File: config.mk
export PLATFORM = sky130hd
export DESIGN_NAME = stop_wake_ctrl
export DESIGN_NICKNAME = d
export VERILOG_FILES = /design/src/rtl/swk_pkg.sv /design/src/rtl/swk_arm.sv /design/src/rtl/swk_wake_det.sv /design/src/rtl/swk_ckc_hold.sv /design/src/rtl/stop_wake_ctrl.sv
export SDC_FILE = /design/constraint.sdc
export NUM_CORES = 1
export LEC_CHECK = 0
export ABC_AREA = 1
export CAP_MARGIN = 40
export CORE_UTILIZATION = 24
export CTS_CLUSTER_SIZE = 30
export DETAILED_ROUTE_END_ITERATION = 10
export PLACE_DENSITY = 0.65
export SETUP_SLACK_MARGIN = 0.1
export SLEW_MARGIN = 20
export SYNTH_ARGS = -nofsm -noshare
export SYNTH_HDL_FRONTEND = slang
export SYNTH_SLANG_ARGS = --single-unit
File: constraint.sdc
create_clock -name clk -period 1.25 [get_ports clk]
set_clock_uncertainty 0.15 [all_clocks]
set_input_delay 0.1875 -clock clk [delete_from_list [all_inputs] [get_ports clk]]
set_output_delay 0.1875 -clock clk [all_outputs]
set_load 0.005 [all_outputs]
File: src/rtl/swk_pkg.sv
package swk_pkg;
  typedef enum logic [1:0] {
    WK_NONE = 2'd0,
    WK_IRQ  = 2'd1,
    WK_RST  = 2'd2
  } wake_kind_e;
endpackage

File: src/rtl/swk_arm.sv
module swk_arm #(
  parameter int NSRC    = 4,
  parameter int SVM_IDX = NSRC - 1
) (
  input  logic            clk,
  input  logic            rst_n,
  input  logic            capture,
  input  logic [NSRC-1:0] loc_en,
  input  logic [NSRC-1:0] mod_en,
  input  logic            glb_en,
  input  logic            svm_en,
  output logic [NSRC-1:0] arm_q
);
  function automatic logic [NSRC-1:0] arm_calc(
    input logic [NSRC-1:0] l, input logic [NSRC-1:0] m,
    input logic g, input logic s);
    logic [NSRC-1:0] r;
    r = l & m & {NSRC{g}};
    r[SVM_IDX] = r[SVM_IDX] & s;
    return r;
  endfunction

  always_ff @(posedge clk or negedge rst_n) begin
    if (!rst_n)       arm_q <= '0;
    else if (capture) arm_q <= arm_calc(loc_en, mod_en, glb_en, svm_en);
  end

  AST_SVM_QUAL: assert property (@(posedge clk) disable iff (!rst_n)
    (capture && !svm_en) |=> !arm_q[SVM_IDX]);
  AST_ARM_FROZEN: assert property (@(posedge clk) disable iff (!rst_n)
    !capture |=> $stable(arm_q));
endmodule

File: src/rtl/swk_wake_det.sv
module swk_wake_det
  import swk_pkg::*;
#(
  parameter int NSRC = 4
) (
  input  logic            halted,
  input  logic [NSRC-1:0] arm,
  input  logic [NSRC-1:0] irq_src,
  input  logic            ext_rst,
  input  logic            pwr_rst,
  output logic [NSRC-1:0] hit,
  output wake_kind_e      kind
);
  function automatic wake_kind_e pick(input logic r, input logic h, input logic any_hit);
    if (r)                 return WK_RST;
    else if (h && any_hit) return WK_IRQ;
    else                   return WK_NONE;
  endfunction

  always_comb begin
    hit  = halted ? (irq_src & arm) : '0;
    kind = pick(ext_rst | pwr_rst, halted, |hit);
  end
endmodule

File: src/rtl/swk_ckc_hold.sv
module swk_ckc_hold #(
  parameter int             CKW     = 8,
  parameter logic [CKW-1:0] CKC_RST = 8'h5A
) (
  input  logic           clk,
  input  logic           rst_n,
  input  logic           halted,
  input  logic           rst_evt,
  input  logic           wr,
  input  logic [CKW-1:0] wdata,
  output logic [CKW-1:0] ckc_q
);
  logic wr_ok;
  assign wr_ok = wr && !halted;

  always_ff @(posedge clk or negedge rst_n) begin
    if (!rst_n)       ckc_q <= CKC_RST;
    else if (rst_evt) ckc_q <= CKC_RST;
    else if (wr_ok)   ckc_q <= wdata;
  end

  AST_CKC_HOLD: assert property (@(posedge clk) disable iff (!rst_n)
    (halted && !rst_evt) |=> $stable(ckc_q));
  AST_CKC_RESET: assert property (@(posedge clk) disable iff (!rst_n)
    rst_evt |=> (ckc_q == CKC_RST));
endmodule

File: src/rtl/stop_wake_ctrl.sv
module stop_wake_ctrl
  import swk_pkg::*;
#(
  parameter int             NSRC    = 4,
  parameter int             AW      = 16,
  parameter int             CKW     = 8,
  parameter logic [CKW-1:0] CKC_RST = 8'h5A
) (
  input  logic            clk,
  input  logic            rst_n,
  input  logic            stop_set,
  input  logic [AW-1:0]   stop_pc,
  input  logic            ext_rst_evt,
  input  logic            pwr_rst_evt,
  input  logic [NSRC-1:0] irq_src,
  input  logic [NSRC-1:0] irq_loc_en,
  input  logic [NSRC-1:0] irq_mod_en,
  input  logic            irq_glb_en,
  input  logic            svm_stop_en,
  input  logic [AW-1:0]   ivec_in,
  input  logic            ckc_wr,
  input  logic [CKW-1:0]  ckc_wdata,
  output logic            halt,
  output logic [CKW-1:0]  ckc_q,
  output logic            rst_req,
  output logic            resume_req,
  output logic [AW-1:0]   resume_vec,
  output logic [AW-1:0]   resume_ret,
  output logic [NSRC-1:0] resume_src
);
  localparam int SVM_IDX = NSRC - 1;

  logic            halt_q;
  logic            rst_evt;
  logic            enter_stop;
  logic [NSRC-1:0] arm_q;
  logic [NSRC-1:0] hit;
  wake_kind_e      kind;

  assign rst_evt    = ext_rst_evt | pwr_rst_evt;
  assign enter_stop = stop_set && !halt_q && !rst_evt;
  assign halt       = halt_q;

  swk_arm #(.NSRC(NSRC), .SVM_IDX(SVM_IDX)) u_arm (
    .clk(clk), .rst_n(rst_n), .capture(enter_stop),
    .loc_en(irq_loc_en), .mod_en(irq_mod_en), .glb_en(irq_glb_en),
    .svm_en(svm_stop_en), .arm_q(arm_q));

  swk_wake_det #(.NSRC(NSRC)) u_det (
    .halted(halt_q), .arm(arm_q), .irq_src(irq_src),
    .ext_rst(ext_rst_evt), .pwr_rst(pwr_rst_evt),
    .hit(hit), .kind(kind));

  swk_ckc_hold #(.CKW(CKW), .CKC_RST(CKC_RST)) u_ckc (
    .clk(clk), .rst_n(rst_n), .halted(halt_q), .rst_evt(rst_evt),
    .wr(ckc_wr), .wdata(ckc_wdata), .ckc_q(ckc_q));

  always_ff @(posedge clk or negedge rst_n) begin
    if (!rst_n) begin
      halt_q     <= 1'b0;
      rst_req    <= 1'b0;
      resume_req <= 1'b0;
      resume_src <= '0;
      resume_vec <= '0;
      resume_ret <= '0;
    end else begin
      rst_req    <= (kind == WK_RST);
      resume_req <= (kind == WK_IRQ);
      resume_src <= (kind == WK_IRQ) ? hit : '0;
      if (kind == WK_IRQ) resume_vec <= ivec_in;
      if (enter_stop)     resume_ret <= stop_pc;
      case (kind)
        WK_RST:  halt_q <= 1'b0;
        WK_IRQ:  halt_q <= 1'b0;
        default: if (enter_stop) halt_q <= 1'b1;
      endcase
    end
  end

  AST_HALT_ENTRY: assert property (@(posedge clk) disable iff (!rst_n)
    (stop_set && !halt && !rst_evt) |=> halt);
  AST_RET_KEPT: assert property (@(posedge clk) disable iff (!rst_n)
    halt |=> $stable(resume_ret));
  AST_RESUME_EXIT: assert property (@(posedge clk) disable iff (!rst_n)
    resume_req |-> (!halt && resume_src != '0));
  AST_RST_PRIO: assert property (@(posedge clk) disable iff (!rst_n)
    rst_req |-> (!resume_req && resume_src == '0 && !halt));
  AST_NO_RUN_RESUME: assert property (@(posedge clk) disable iff (!rst_n)
    !halt |=> !resume_req);
endmodule

Word-level counts from Yosys, hierarchy flattened
Index checks and enable logic that the tools add are counted.
{"block": "totals", "wordCells": 33, "inputBits": 60, "register_bits": 51, "output_inout_bits": 47}
{"block": "classes", "reduce_logical": 10, "bitwise_logic": 5, "n_eq_ne": 2, "n_mux": 8}
{"operator": "$mux 8", "n": 2}
{"operator": "$and 4x4->4", "n": 3}
{"operator": "$mux 4", "n": 2}
{"operator": "$logic_and 1x1->1", "n": 4}
{"operator": "$reduce_bool 2->1", "n": 2}
{"operator": "$reduce_or 4->1", "n": 1}
{"operator": "$mux 1", "n": 3}
{"operator": "$eq 2x1->1 const B", "n": 1}
{"operator": "$eq 2x2->1 const B", "n": 1}
{"operator": "$logic_not 1->1", "n": 2}
{"operator": "$mux 2", "n": 1}
{"operator": "$reduce_or 2->1", "n": 1}
{"operator": "$and 1x1->1", "n": 1}
{"operator": "$or 1x1->1", "n": 1}

Logic depth before layout (Yosys ltp)
{"block": "logic_depth", "word_depth": 9, "ltp_mapped": 7, "depth_no_buf": 6}

Hierarchy
A second synthesis with hierarchy kept.
{"block": "hier_totals", "cells_unflattened": 237, "hier_area_um2": 2130.8}
{"module": "stop_wake_ctrl", "area_per_inst_um2": 1541.5, "instances": 1, "cells_per_inst": 163}
{"module": "swk_ckc_hold", "area_per_inst_um2": 371.6, "instances": 1, "cells_per_inst": 43}
{"module": "swk_arm", "area_per_inst_um2": 161.4, "instances": 1, "cells_per_inst": 18}
{"module": "swk_wake_det", "area_per_inst_um2": 56.3, "instances": 1, "cells_per_inst": 13}

Least setup slack after synthesis
Ideal clock, no wire load.
{"block": "synth_path", "path_type": "flip-flop to flip-flop", "startpoint": "register halt_q, in the netlist halt", "endpoint": "register resume_vec[1]", "period_less_slack_ns": 1.279, "n_path_buf": 1, "setup_slack_ns": -0.029, "setup_time_ns": 0.065, "stages_incl_launch_ff": 7, "arrival_ns": 1.064, "path_cell_list": "dfrtp_1 > nand3_1 > nand2_1 > o21ai_2 > buf_2 > nand2_1 > nand2_1"}
{"block": "synth_via", "elab_chain_len": 6}
{"item": "start: declaration", "line_no": "stop_wake_ctrl.sv:33", "rtl": "logic halt_q;"}
{"item": "start signal: assignment", "line_no": "stop_wake_ctrl.sv:60", "rtl": "halt_q <= 1'b0;"}
{"item": "start signal: assignment", "line_no": "stop_wake_ctrl.sv:73", "rtl": "WK_RST: halt_q <= 1'b0;"}
{"item": "start signal: assignment", "line_no": "stop_wake_ctrl.sv:74", "rtl": "WK_IRQ: halt_q <= 1'b0;"}
{"item": "$mux 4", "line_no": "swk_wake_det.sv:21", "rtl": "hit = halted ? (irq_src & arm) : '0;"}
{"item": "$reduce_or 4->1", "line_no": "swk_wake_det.sv:22", "rtl": "kind = pick(ext_rst | pwr_rst, halted, |hit);"}
{"item": "$logic_and 1x1->1 *", "line_no": "swk_wake_det.sv:16", "rtl": "else if (h && any_hit) return WK_IRQ;"}
{"item": "$mux 1 *", "line_no": "swk_wake_det.sv:16"}
{"item": "$mux 2 *", "line_no": "swk_wake_det.sv:15", "rtl": "if (r) return WK_RST;"}
{"item": "$eq 2x1->1 *", "line_no": "stop_wake_ctrl.sv:70", "rtl": "if (kind == WK_IRQ) resume_vec <= ivec_in;"}
{"item": "end signal: assignment", "line_no": "stop_wake_ctrl.sv:70"}
{"item": "end: declaration", "line_no": "stop_wake_ctrl.sv:27", "rtl": "output logic [AW-1:0] resume_vec,"}
Mark *: on every way between the ends. The rest lies on a longest branch, timed or not.
A chain may end at the register's enable or synchronous reset.

Worst setup path after layout
{"block": "layout_path", "startpoint": "register halt_q, in the netlist halt", "endpoint": "register resume_vec[2]"}
The elaborated chain is that of the path after synthesis.

==> impl_metrics.toml <==
[run_status]
run_status = "finished with violations"
violations = "setup timing"

[floorplan]
die_x_um = 93.1
io_pins = 107
dieArea_mm2 = 0.00867
initial_utilization = 0.253
dieHeight_um = 93.1
num_rows = 32
core_mm2 = 0.00789

[clock_network]
cts_tree = "yes"
cts_root_buffer = "clkbuf_8"
clock_latency_ps = 300
path_clk_slew_ps = 90
max-clock-path-buffers = 2
htreeDepth = 2
cts_inserted_buffers = 5
clock-sinks = 51

[route]
ant_nets = 0
drc = 0
drt-total-wl_um = 5650
dr_total_vias = 1916
wl_per_cell_um = 12.2
drt_iter0_markers = 50
dr.pass1.iters = 4
via_per_inst = 4.15

[timing]
hold_violations = 0
fin_ws_ps = -228
tightest_slew_ps = 276
post-route-period-util = 1.18
fin_crit_ps = 1480
worst_slew_margin_rel = 0.816
clock.fmax_mhz = 676
setup_tns_ps = -7330
rsz0062_at_grt = "true"
drv_slew = 0
finalSetupViolCount = 55

[synth]
syn_area_mm2 = 0.00199
synth_seq_area_share = 0.643
synthCells = 210
synth_top_area_cell = "dfrtp_1"
mappedNetlistNets = 270
synth_top_area_frac = 0.590
yosys_warnings = 0
ys_ff_latch = 51
synth_cell_type_count = 17
avgSynthCellArea_um2 = 9.49
synthTopCellsByArea = "dfrtp_1, nand2_1, nand3_1, dfstp_2, o21ai_0"

[placed_design]
dp_hpwl_um = 3690
place_congestion = 0.702
port_buffers = 106

[final_layout]
finalNetCount = 419
register_area_mm2 = 0.00128
area_delta_synth_final_pct = 81.0
drive_above_1_share = 0.356
multi_input_area_um2 = 711
diodes = 0
fillers = 794
final_util = 0.457

[worst_setup_path]
crit_path_end_kind = "register"
critical_path_class = "register to register"
cp.required_ps = 1340
worstPathArrival_ps = 1570
start_kind = "register"
worstPathMaxFanout = 6

[global_route]
grt_use_total = 0.133
grt_antenna_before_repair = 0
grt_overflow_total = 0
grt_max_degree = 52
grt_pass1_vias = 1909
grt_pass1_wl_um = 9080

[power]
leakage_nw = 1.86
irDropWorstVdd_v = 0.000510
pwr_density_cell_mw_per_mm2 = 1190

[job]
drv_cap = 0

[min_path]
min_path_type = "input pin to async pin"
==> cells in the mapped netlist, drive strengths merged <==
cell type and n:
nand3 24, o21ai 22, nand4 1, dfrtp 47, o22a 4, dfstp 4
nand2 69, inv 23, buf 7, nor2 7, clkbuf 2
==> where the power goes <==
part	leakage, nW	switching (W)	internal, W
Clock	0.0654	0.000545	0.000800
Combinational	1.14	0.000370	0.000578
Sequential	0.659	0.000117	0.00186
==> flip-flops by register name, summed over array words and instances, names as in the netlist <==
register     cells
resume_vec      16
resume_src       4
resume_ret      16
rst_req          1
halt             1
u_arm.arm_q      4
u_ckc.ckc_q      8
resume_req       1
==> stage by stage <==
stage	setup slack (ps)	area, um^2	hold slack (ps)	instances	power [W]
2_1_floorplan	2.25	2020	-258	210	0.00223
3_3_place_gp	-334	3290	51.3	425	0.00293
3_5_place_dp	-383	3290	55.3	425	0.00295
4_1_cts	-206	3390	249	447	0.00420
5_1_grt	-293	3600	259	462	0.00450
6_report	-228	3600	256	462	0.00427
==> kinds of logic (layout without fill, tap and decap cells) <==
logic type	Yosys count	in the layout	share of synthesized area
buf+inv	32	181	0.0704
flops	51	51	0.643
compound gates	26	26	0.0747
simple gates	101	102	0.212
==> area by class of cell <==
cell class              instances  area share
inverters                      23      0.0246
clock inverters                 2      0.0167
flip-flops and latches         51       0.356
repair buffers                150       0.350
multi-input cells             128       0.197
well taps                     102      0.0354
clock buffers                   6      0.0201
==> cells in the final DEF, fill, tap and decap left out, types with 2 or more instances in the layout <==
cell             instances
clkdlybuf4s50_1         58
nand2_1                 56
dfrtp_1                 46
buf_2                   44
buf_4                   35
inv_1                   20
nand3_1                 19
o21ai_0                 19
nand2_2                  8
nand2_4                  5
nor2_1                   5
clkbuf_8                 5
buf_6                    5
nand3_4                  4
o22a_1                   4
dfstp_2                  4
buf_12                   3
inv_2                    2
o21ai_1                  2
bufinv_16                2
==> worst max-delay path, cell delays in order (launching register included) <==
cell       delay (ps)
dfrtp_2           430
buf_8             150
nand3_4            90
nand2_4            70
o21ai_4           160
buf_6             140
clkbuf_16         130
nand2_1            40
nand2_1            50
==> routing by layer <==
metal  global-route usage  up-vias  routed length (um)  part of all wire
met5                    0        -                   0                 0
met4               0.0269        0                  47            0.0083
met3               0.0398        5                 424             0.075
met2                0.225       81                2720              0.48
met1                0.169      868                2470              0.44
li1                     -      962                   -                 -
==> worst paths after layout <==
kind,start,endpoint,slack (ps),depth (start not counted)
max in group asynchronous,rst_n,u_ckc.ckc_q[6],420,3
setup / recovery,halt,resume_vec[2],-230,8
min in group clk,ckc_wdata[2],u_ckc.ckc_q[2],260,3
hold / removal,rst_n,resume_vec[10],260,3
hold reg to reg,resume_vec[3],resume_vec[3],330,2
setup reg to reg,halt,resume_vec[2],-230,8
==> timing repair <==
| action | CTS | global route |
|---|---|---|
| pin swaps | 4 | 3 |
| hold buffers | 1 | 0 |
| buffers inserted | 11 | 14 |
| hold endpoints to repair | 51 | 0 |
| gates cloned | 2 | 1 |
| endpoints found under the setup margin | 97 | 97 |
| gates resized for setup | 202 | 22 |
Power figures use the tool's default switching activity.
